===== config.mk =====
export PLATFORM = sky130hd
export DESIGN_NAME = cfg_access_bridge
export DESIGN_NICKNAME = d
export VERILOG_FILES = /design/src/rtl/cfgx_pkg.sv /design/src/rtl/cfgx_index_reg.sv /design/src/rtl/cfgx_window_reg.sv /design/src/rtl/cfgx_decode.sv /design/src/rtl/cfg_access_bridge.sv
export SDC_FILE = /design/constraint.sdc
export NUM_CORES = 1
export LEC_CHECK = 0
export ABC_CLOCK_PERIOD_IN_PS = 2550
export BUFFER_PORTS_ARGS = -buffer_cell sky130_fd_sc_hd__clkbuf_2
export CORE_UTILIZATION = 30
export CTS_BUF_LIST = sky130_fd_sc_hd__clkbuf_4
export CTS_CLUSTER_SIZE = 40
export DETAILED_ROUTE_END_ITERATION = 6
export PLACE_DENSITY_LB_ADDON = 0.12
export SLEW_MARGIN = 15
export SYNTH_ARGS = -nofsm -noshare
export SYNTH_HDL_FRONTEND = slang
export SYNTH_SLANG_ARGS = --single-unit

===== constraint.sdc =====
create_clock -name clk -period 2.55 [get_ports clk]
set_clock_uncertainty 0.15 [all_clocks]
set_input_delay 0.255 -clock clk [delete_from_list [all_inputs] [get_ports clk]]
set_output_delay 0.255 -clock clk [all_outputs]
set_load 0.05 [all_outputs]

===== src/rtl/cfgx_pkg.sv =====
package cfgx_pkg;
   localparam int BUS_W = 8;
   localparam int DEV_W = 5;
   localparam int FN_W  = 3;
   localparam int REG_W = 10;

   // index register layout
   localparam int IX_EN     = 31;
   localparam int IX_BUS_LO = 16;
   localparam int IX_DEV_LO = 11;
   localparam int IX_FN_LO  = 8;
   localparam int IX_REG_LO = 2;
   localparam int IX_REG_W  = 6;
   localparam logic [31:0] IX_READ_MASK = 32'h80FF_FFFC;

   // window offset layout
   localparam int WN_BUS_LO = 20;
   localparam int WN_DEV_LO = 15;
   localparam int WN_FN_LO  = 12;
   localparam int WN_REG_LO = 2;

   typedef struct packed {
      logic [BUS_W-1:0] bus;
      logic [DEV_W-1:0] dev;
      logic [FN_W-1:0]  fn;
      logic [REG_W-1:0] rg;
   } cfg_target_t;

   typedef enum logic [1:0] {
      K_INDEX = 2'd0,
      K_CFG   = 2'd1,
      K_MISS  = 2'd2
   } acc_kind_t;

   typedef enum logic [1:0] {
      ST_IDLE  = 2'd0,
      ST_ISSUE = 2'd1,
      ST_RESP  = 2'd2
   } bridge_state_t;
endpackage


===== src/rtl/cfgx_index_reg.sv =====
module cfgx_index_reg #(
   parameter int DATA_W = 32,
   parameter logic [DATA_W-1:0] READ_MASK = '1
) (
   input  logic              clk,
   input  logic              rst_n,
   input  logic              wr_en,
   input  logic [DATA_W-1:0] wr_data,
   output logic [DATA_W-1:0] idx_q,
   output logic [DATA_W-1:0] idx_view
);
   always_ff @(posedge clk or negedge rst_n) begin
      if (!rst_n)     idx_q <= '0;
      else if (wr_en) idx_q <= wr_data;
   end

   assign idx_view = idx_q & READ_MASK;
endmodule


===== src/rtl/cfgx_window_reg.sv =====
module cfgx_window_reg #(
   parameter int BASE_W     = 4,
   parameter bit HAS_WINDOW = 1'b1
) (
   input  logic              clk,
   input  logic              rst_n,
   input  logic              set,
   input  logic              enable_in,
   input  logic [BASE_W-1:0] base_in,
   output logic              en_q,
   output logic [BASE_W-1:0] base_q
);
   generate
      if (HAS_WINDOW) begin : g_window
         always_ff @(posedge clk or negedge rst_n) begin
            if (!rst_n) begin
               en_q   <= 1'b0;
               base_q <= '0;
            end else if (set) begin
               en_q   <= enable_in;
               base_q <= base_in;
            end
         end
      end else begin : g_no_window
         logic unused_in;
         assign unused_in = &{clk, rst_n, set, enable_in, base_in};
         assign en_q   = 1'b0;
         assign base_q = '0;
      end
   endgenerate
endmodule


===== src/rtl/cfgx_decode.sv =====
module cfgx_decode
   import cfgx_pkg::*;
#(
   parameter int ADDR_W = 32,
   parameter int DATA_W = 32,
   parameter int WIN_LOG2 = 28,
   parameter logic [ADDR_W-1:0] INDEX_ADDR = 'hCF8,
   parameter logic [ADDR_W-1:0] DATA_ADDR  = 'hCFC,
   localparam int BASE_W = ADDR_W - WIN_LOG2
) (
   input  logic              is_io,
   input  logic [ADDR_W-1:0] addr,
   input  logic [DATA_W-1:0] idx,
   input  logic              win_en,
   input  logic [BASE_W-1:0] win_base,
   output acc_kind_t         kind,
   output cfg_target_t       tgt
);
   logic io_index, io_data, mem_hit;

   assign io_index = is_io && (addr == INDEX_ADDR);
   assign io_data  = is_io && (addr == DATA_ADDR);
   assign mem_hit  = !is_io && win_en && (addr[ADDR_W-1:WIN_LOG2] == win_base);

   always_comb begin
      tgt  = '0;
      kind = K_MISS;
      if (io_index) begin
         kind = K_INDEX;
      end else if (io_data) begin
         if (idx[IX_EN]) kind = K_CFG;
         tgt.bus = idx[IX_BUS_LO +: BUS_W];
         tgt.dev = idx[IX_DEV_LO +: DEV_W];
         tgt.fn  = idx[IX_FN_LO  +: FN_W];
         tgt.rg  = {{(REG_W-IX_REG_W){1'b0}}, idx[IX_REG_LO +: IX_REG_W]};
      end else if (mem_hit) begin
         kind    = K_CFG;
         tgt.bus = addr[WN_BUS_LO +: BUS_W];
         tgt.dev = addr[WN_DEV_LO +: DEV_W];
         tgt.fn  = addr[WN_FN_LO  +: FN_W];
         tgt.rg  = addr[WN_REG_LO +: REG_W];
      end
   end
endmodule


===== src/rtl/cfg_access_bridge.sv =====
module cfg_access_bridge
   import cfgx_pkg::*;
#(
   parameter int ADDR_W = 32,
   parameter int DATA_W = 32,
   parameter int WIN_LOG2 = 28,
   parameter bit HAS_WINDOW = 1'b1,
   parameter logic [ADDR_W-1:0] INDEX_ADDR = 'hCF8,
   parameter logic [ADDR_W-1:0] DATA_ADDR  = 'hCFC,
   localparam int BASE_W = ADDR_W - WIN_LOG2
) (
   input  logic              clk,
   input  logic              rst_n,
   input  logic              win_set,
   input  logic              win_enable,
   input  logic [BASE_W-1:0] win_base,
   input  logic              req_valid,
   output logic              req_ready,
   input  logic              req_is_io,
   input  logic              req_write,
   input  logic [ADDR_W-1:0] req_addr,
   input  logic [DATA_W-1:0] req_wdata,
   output logic [DATA_W-1:0] req_rdata,
   output logic              cfg_valid,
   input  logic              cfg_ready,
   output logic              cfg_write,
   output logic [BUS_W-1:0]  cfg_bus,
   output logic [DEV_W-1:0]  cfg_dev,
   output logic [FN_W-1:0]   cfg_fn,
   output logic [REG_W-1:0]  cfg_reg,
   output logic [DATA_W-1:0] cfg_wdata,
   input  logic [DATA_W-1:0] cfg_rdata
);
   generate
      if (DATA_W != 32) begin : g_bad_data
         $error("cfg_access_bridge: DATA_W must be 32");
      end
      if (WIN_LOG2 < 2 + REG_W + FN_W + DEV_W + BUS_W) begin : g_bad_win
         $error("cfg_access_bridge: window too small for target fields");
      end
      if (WIN_LOG2 >= ADDR_W) begin : g_bad_addr
         $error("cfg_access_bridge: ADDR_W must exceed WIN_LOG2");
      end
   endgenerate

   bridge_state_t st_q;
   logic [DATA_W-1:0] idx_q, idx_view;
   logic              win_en_q;
   logic [BASE_W-1:0] win_base_q;
   acc_kind_t         kind;
   cfg_target_t       tgt, tgt_q;
   logic              accept, idx_wr;
   logic              wr_q;
   logic [DATA_W-1:0] wdata_q, rdata_q;

   assign accept = (st_q == ST_IDLE) && req_valid;
   assign idx_wr = accept && (kind == K_INDEX) && req_write;

   cfgx_index_reg #(.DATA_W(DATA_W), .READ_MASK(IX_READ_MASK)) u_index (
      .clk(clk), .rst_n(rst_n), .wr_en(idx_wr), .wr_data(req_wdata),
      .idx_q(idx_q), .idx_view(idx_view)
   );

   cfgx_window_reg #(.BASE_W(BASE_W), .HAS_WINDOW(HAS_WINDOW)) u_window (
      .clk(clk), .rst_n(rst_n), .set(win_set), .enable_in(win_enable),
      .base_in(win_base), .en_q(win_en_q), .base_q(win_base_q)
   );

   cfgx_decode #(
      .ADDR_W(ADDR_W), .DATA_W(DATA_W), .WIN_LOG2(WIN_LOG2),
      .INDEX_ADDR(INDEX_ADDR), .DATA_ADDR(DATA_ADDR)
   ) u_decode (
      .is_io(req_is_io), .addr(req_addr), .idx(idx_q),
      .win_en(win_en_q), .win_base(win_base_q), .kind(kind), .tgt(tgt)
   );

   always_ff @(posedge clk or negedge rst_n) begin
      if (!rst_n) begin
         st_q    <= ST_IDLE;
         tgt_q   <= '0;
         wr_q    <= 1'b0;
         wdata_q <= '0;
         rdata_q <= '0;
      end else begin
         case (st_q)
            ST_IDLE: if (req_valid) begin
               if (kind == K_CFG) begin
                  st_q    <= ST_ISSUE;
                  tgt_q   <= tgt;
                  wr_q    <= req_write;
                  wdata_q <= req_wdata;
               end else begin
                  st_q    <= ST_RESP;
                  rdata_q <= (kind == K_INDEX) ? idx_view : '1;
               end
            end
            ST_ISSUE: if (cfg_ready) begin
               st_q    <= ST_RESP;
               rdata_q <= wr_q ? '0 : cfg_rdata;
            end
            default: st_q <= ST_IDLE;
         endcase
      end
   end

   assign req_ready = (st_q == ST_RESP);
   assign req_rdata = rdata_q;
   assign cfg_valid = (st_q == ST_ISSUE);
   assign cfg_write = wr_q;
   assign cfg_bus   = tgt_q.bus;
   assign cfg_dev   = tgt_q.dev;
   assign cfg_fn    = tgt_q.fn;
   assign cfg_reg   = tgt_q.rg;
   assign cfg_wdata = wdata_q;
endmodule


# After elaboration in Yosys (flattened, before gate mapping)
# Cells that the tools add are included.
[totals]
ff_bits = 130
latchBits = 0
ram_bits = 0
mem_bits_ro = 0
input_bits = 108
out_inout_bits = 93
elab_cells = 51
mem_count = 0
[classes]
n_addsub = 0
n_mul = 0
div_mod_pow = 0
magnitude_cmp = 0
eq_ne = 9
shift = 0
mux = 17
bitwise_logic = 0
reduce_logical = 14
[ops]
columns = ["op", "n"]
rows = [
  ["32-bit 2-to-1 mux", 5],
  ["26-bit 2-to-1 mux", 3],
  ["32-bit by 12-bit == test with 1-bit output, second input constant", 2],
  ["32-bit case mux with 2 select lines", 1],
  ["2-bit 2-to-1 mux", 7],
  ["1-bit logical AND", 7],
  ["2-bit by 1-bit == test with 1-bit output, second input constant", 2],
  ["4-bit == test", 1],
  ["2-bit zero test", 2],
  ["2-bit != test, second input constant", 2],
  ["2-bit case mux with 2 select lines", 1],
  ["4-bit AND reduction", 1],
  ["3-bit AND reduction", 1],
  ["2-bit == test, second input constant", 1],
  ["2-bit by 1-bit != test with 1-bit output, second input constant", 1],
  ["2-bit AND reduction", 1],
  ["2-bit nonzero test", 1],
  ["1-bit zero test", 1],
]

# Longest topological paths before layout
[logic_depth]
ltp_word = 11
mapped_depth = 7

# Hierarchy
# Synthesis repeated with hierarchy kept, for this count alone.
[hier_totals]
hier_cells = 451
hier_area_um2 = 6556.3
[by_module_without_submodules]
columns = ["module", "instances", "cells_each", "area_each_um2", "seq_area_each_um2"]
rows = [
  ["cfg_access_bridge", 1, 282, 4319.1, 2327.2],
  ["cfgx_index_reg", 1, 101, 1589.0, 800.8],
  ["cfgx_decode", 1, 58, 466.7, 0.0],
  ["cfgx_window_reg", 1, 10, 181.4, 125.1],
]

# Worst setup path before layout
# Ideal clock, no wire load.
[synth_timing]
path_type = "reg2reg"
start = "register st_q[1]"
end = "register rdata_q[24] (netlist: req_rdata[24])"
setup_time_ns = 0.125
arrival_ns = 1.819
required_time_ns = 2.275
path_slack_ns = 0.457
stages_incl_launch_ff = 7
n_path_buf = 2
period_less_slack_ns = 2.093
cell_sequence = "dfrtp_1 > nand2b_1 > clkbuf_1 > clkinv_1 > clkbuf_1 > o21ai_0 > mux2_2"
[synth_via]
elab_chain_cells = 3
elab_cells_between_ends = 8
[synth_lines]
columns = ["item", "line", "source"]
rows = [
  ["start, declared", "cfg_access_bridge.sv:46", "bridge_state_t st_q;"],
  ["start signal, assigned", "cfg_access_bridge.sv:79", "st_q <= ST_IDLE;"],
  ["start signal, assigned", "cfg_access_bridge.sv:88", "st_q <= ST_ISSUE;"],
  ["start signal, assigned", "cfg_access_bridge.sv:93", "st_q <= ST_RESP;"],
  ["2-bit by 1-bit == test with 1-bit output (*)", "n/a", ""],
  ["named net cfg_valid", "cfg_access_bridge.sv:24", "output logic cfg_valid,"],
  ["2-bit by 1-bit != test with 1-bit output (no source line) or 2-bit nonzero test (tied branches)", "n/a", ""],
  ["4-bit AND reduction (no source line)", "n/a", ""],
  ["end signal, assigned", "cfg_access_bridge.sv:94", "rdata_q <= (kind == K_INDEX) ? idx_view : '1;"],
  ["end signal, assigned", "cfg_access_bridge.sv:99", "rdata_q <= wr_q ? '0 : cfg_rdata;"],
  ["end, declared", "cfg_access_bridge.sv:54", "logic [DATA_W-1:0] wdata_q, rdata_q;"],
]
# Mark *: on every way through the listed nets, which the timed path passes. The rest lies on a longest branch.
# A chain may end at the register's enable or synchronous reset.

# Worst setup path after layout
[layout_timing]
start = "input req_addr[18]"
end = "register u_index.idx_q[10]"
[layout_via]
elab_chain_cells = 7
elab_cells_between_ends = 9
[layout_lines]
columns = ["item", "line", "source"]
rows = [
  ["start, declared", "cfg_access_bridge.sv:21", "input logic [ADDR_W-1:0] req_addr,"],
  ["32-bit by 12-bit == test with 1-bit output", "cfgx_decode.sv:22", "assign io_data = is_io && (addr == DATA_ADDR);"],
  ["1-bit logical AND", "cfgx_decode.sv:22", ""],
  ["2-bit 2-to-1 mux", "cfgx_decode.sv:30", "end else if (io_data) begin"],
  ["2-bit 2-to-1 mux (*)", "cfgx_decode.sv:28", "if (io_index) begin"],
  ["2-bit zero test (*)", "cfg_access_bridge.sv:57", "assign idx_wr = accept && (kind == K_INDEX) && req_write;"],
  ["1-bit logical AND (*) (2 in series)", "cfg_access_bridge.sv:57", ""],
  ["end signal, assigned", "cfgx_index_reg.sv:14", "else if (wr_en) idx_q <= wr_data;"],
  ["end, declared", "cfgx_index_reg.sv:9", "output logic [DATA_W-1:0] idx_q,"],
]
# Every way passes the cells marked *; elsewhere a longest branch is shown, timed or not.

==> reports/results.env <==
MIN_PATH_TYPE='input port to async pin'
WORSTPATHBUFFERINVERTERCOUNT=3
DETAILED_PLACE.AREA_UM2=6720
WORST_PATH_DOMINANT_CELL_FAMILY='simple AND/OR/NAND/NOR gates'
POST_SYNTHESIS_CELL_COUNT=414
INITIAL_CORE_UTILIZATION_PCT=30.8
FINAL_CELL_AREA_UM2=8030
IR_DROP_V=0.000233
TIMING.MAX_CAP.VIOLATIONS=0
CLK-INSERTION-DELAY-LATE_PS=520
SLOWEST_DELAY_PS=530
NUMCTSBUFFERS=17
TIMING.CRITICAL_PATH.TO_TYPE='flip-flop'
ANTENNA_FOUND_INITIAL=1
DRC=0
CRIT_PATH_START_KIND='input port'
PROPORTION_OF_LAYOUT_CELLS_WITH_A_DRIVE_SUFFIX_ABOVE_1_PCT=49.7
DETAIL_ROUTE.FIRST_PASS.ITERATIONS=4
MAXIMUM_NUMBER_OF_PINS_ON_ONE_NET_BEFORE_GLOBAL_ROUTE_REPAIR=53
POSTSYNTHNETCOUNT=522
WORST-ENDPOINT-ARRIVAL_PS=2640
DR_TOTAL_VIAS=4526
SYNTH_WARN=0
DIE-WIDTH_UM=135
FIN_CELLS=966
MAXCLOCKFREQUENCY_MHz=420
CORE.ROWCOUNT=48
MAXSLEWHEADROOM_PCT=50.7
VIAS_PER_CELL=4.69
SYNTHESIS.AREA_UM2=5340
DESIGN.FINAL.NETS=834
FIRST_GLOBAL_VIAS=4655
YOSYS.AREA.TOP_TYPE='sky130_fd_sc_hd__dfrtp_1'
YOSYS.CELL_TYPES.COUNT=32
WORST-SLEW-PIN-TRANSITION_PS=739
CP_CELL_SEQUENCE='dlygate4sd3_1 -> clkbuf_2 -> nor4_1 -> nand4_1 -> nor3_4 -> and3_1 -> buf_12 -> mux2_2'
GP_CONGESTION=0.787
DETAIL_ROUTE.WIRELENGTH_MM=16.0
GRT_OVERFLOW=0
REQUIRED_TIME_WORST_ENDPOINT_PS=2810
CRITICAL_PATH.SLOWEST_CELL='sky130_fd_sc_hd__dlygate4sd3_1'
FLOORPLAN.IO_PINS=201
POST-DP-HPWL_MM=11.3
P_TOTAL_mW=4.58
TRITONCTS_NUM_SINKS=121
TRITONCTS_CLOCK_TREE='yes'
PATH_CLK_SLEW_PS=110
GRTUSAGETOTAL_PCT=18.2
FP.DIEH_UM=135
TIMING_MAX_TRANSITION_VIOLATIONS_FINAL=0
LEAKAGE_nW=3.85
PLACE_WS_PS=-20.4
AREA_DELTA_SYNTH_FINAL_PCT=50.3
DR.FIRST_ITER.DRC_COUNT=120
YS_TOP_CELLS_BY_AREA='sky130_fd_sc_hd__dfrtp_1, sky130_fd_sc_hd__mux2_2, sky130_fd_sc_hd__a21oi_1'
FINAL_HOLD_VIOL_COUNT=0
CTS_BUFFER_DEPTH=2
RUN_STATUS='completed'
CORE-AREA_UM2=17400
CRITICAL_PATH_CLASS='input port to flip-flop'
AVGROUTEDWIREPERCELL_UM=16.6
SYNTH_SEQUENTIAL_AREA_RATIO_PCT=56.7
ROOT_BUFFER_CELL='sky130_fd_sc_hd__clkbuf_4'
CRIT_PATH_SETUP_SLACK_LAYOUT_PS=171
NUMPORTBUFFERS=200
DRT.ANTENNA.VIOLATING_NETS=0
GRT_SETUP_UNREPAIRED='false'
POST_SYNTH.CELL_AREA_AVG_UM2=12.9
SYNTH_TOP_CELL_AREA_SHARE_PCT=56.7
FIN_CRIT_PERIOD_PS=2380
DIE_AREA_UM2=18300
GRT_FIRST_PASS_WIRELENGTH_MM=24.8
DP.CELLS=828
CRITICAL_PATH_PEAK_FANOUT=23
LAYOUT_WORST_PATH_CYCLE_SHARE_PCT=93.3
POWER_DENSITY_nW_PER_UM2=570
FINAL_REPORT_SETUP_VIOLATION_COUNT=0
CTS_HTREE_LEVELS=4
YOSYS_REGISTER_BITS=121
-- cells by family (layout without fill, tap and decap cells) --
group | count (synthesis) | after routing | share of synthesized area, %
AO/OA/AOI/OAI | 84 | 84 | 9.79
other | 0 | 2 | 0
multiplexers | 115 | 115 | 24.2
buffers and inverters | 31 | 356 | 2.55
AND/OR/NAND/NOR | 59 | 59 | 6.09
flip-flops | 121 | 121 | 56.7
XOR/XNOR | 4 | 4 | 0.656
-- worst reg2reg max path, cell delays in order (launching register included) --
cell                      delay, ps
sky130_fd_sc_hd__dfrtp_1        400
sky130_fd_sc_hd__xnor2_1        150
sky130_fd_sc_hd__nand3_1        150
sky130_fd_sc_hd__nor4b_4        500
sky130_fd_sc_hd__a22oi_2        230
sky130_fd_sc_hd__buf_12         230
sky130_fd_sc_hd__mux2_2         340
-- routing by layer --
layer / wire length, µm / global-route usage, % / up-vias
li1: - / - / 2138
met1: 7190 / 23.1 / 2238
met2: 7780 / 29.5 / 128
met3: 748 / 5.13 / 22
met4: 322 / 6.55 / 0
met5: 0 / 0 / -
-- through the flow --
stage / hold slack [ps] / util [%] / TNS, ps
3_5_place_dp: 69.9 / 38.7 / -284
4_1_cts: 26.5 / 46.2 / 0
5_1_grt: 51.7 / 46.3 / 0
3_3_place_gp: 61.5 / 38.7 / -19.0
2_1_floorplan: -191 / - / 0
6_report: 67.6 / 46.3 / 0
-- final cells by class --
cell class,instances,area (µm²)
clock buffer,21,158
antenna,2,5.00
tap,225,282
sequential,121,3030
fill,1608,9330
multi-input combinational,262,2210
inverter,4,15.0
timing repair buffer,320,2230
clock inverter,11,105
-- repair_timing --
| action | in CTS | in global routing |
|---|---|---|
| hold buffers | 103 | 0 |
| endpoints found under the hold margin | 242 | 0 |
| setup buffers | 0 | 1 |
| endpoints found under the setup margin | 0 | 70 |
| resized for setup | 0 | 1 |
-- synthesized netlist by cell type, drive strengths merged --
cell and number:
clkbuf 15, inv 3, nor4bb 1, and2 1, nand3 1, a22oi 1, xnor2 3, mux2 115
a22o 22, nor4b 4, xor2 1, a21oi 46, buf 12, dfrtp 121, a21o 4, nor2 24
o31ai 1, o21ai 10, and4b 1, and3 5, nor4 3, nand2b 1, nor3 3, clkinv 1
nor2b 1, nand2 11, nand4 2, nor3b 1
-- placed cells by master, fill, tap and decap left out, types with 5 or more instances in the layout --
cell	netlist	final
sky130_fd_sc_hd__a21oi_1	46	46
sky130_fd_sc_hd__and3_1	5	5
sky130_fd_sc_hd__o21ai_0	10	10
sky130_fd_sc_hd__clkbuf_2	0	199
sky130_fd_sc_hd__nand2_1	11	11
sky130_fd_sc_hd__a22o_1	22	22
sky130_fd_sc_hd__mux2_2	114	114
sky130_fd_sc_hd__dlygate4sd3_1	0	103
sky130_fd_sc_hd__clkinv_2	0	5
sky130_fd_sc_hd__clkbuf_4	0	21
sky130_fd_sc_hd__buf_12	0	5
sky130_fd_sc_hd__buf_4	2	12
sky130_fd_sc_hd__nor2_1	24	24
sky130_fd_sc_hd__dfrtp_1	121	121
-- path summary, 6_finish.rpt --
kind,from,endpoint,slack [ps],cells past startpoint
max in group asynchronous,rst_n,u_index.idx_q[21],1470,3
max,req_addr[18],u_index.idx_q[10],170,8
min in group clk,req_is_io,st_q[1],190,3
min reg2reg,cfg_reg[8],cfg_reg[8],350,1
min,rst_n,cfg_wdata[9],70,2
max reg2reg,u_window.base_q[1],cfg_wdata[3],280,6
-- report_power, final --
| part | internal, mW | switching [mW] | leakage, nW |
|---|---|---|---|
| clock | 0.609 | 0.710 | 0.153 |
| sequential | 2.05 | 0.0717 | 1.49 |
| combinational | 0.401 | 0.733 | 2.21 |
| total | 3.06 | 1.51 | 3.85 |
(Power assumes the default switching activity.)
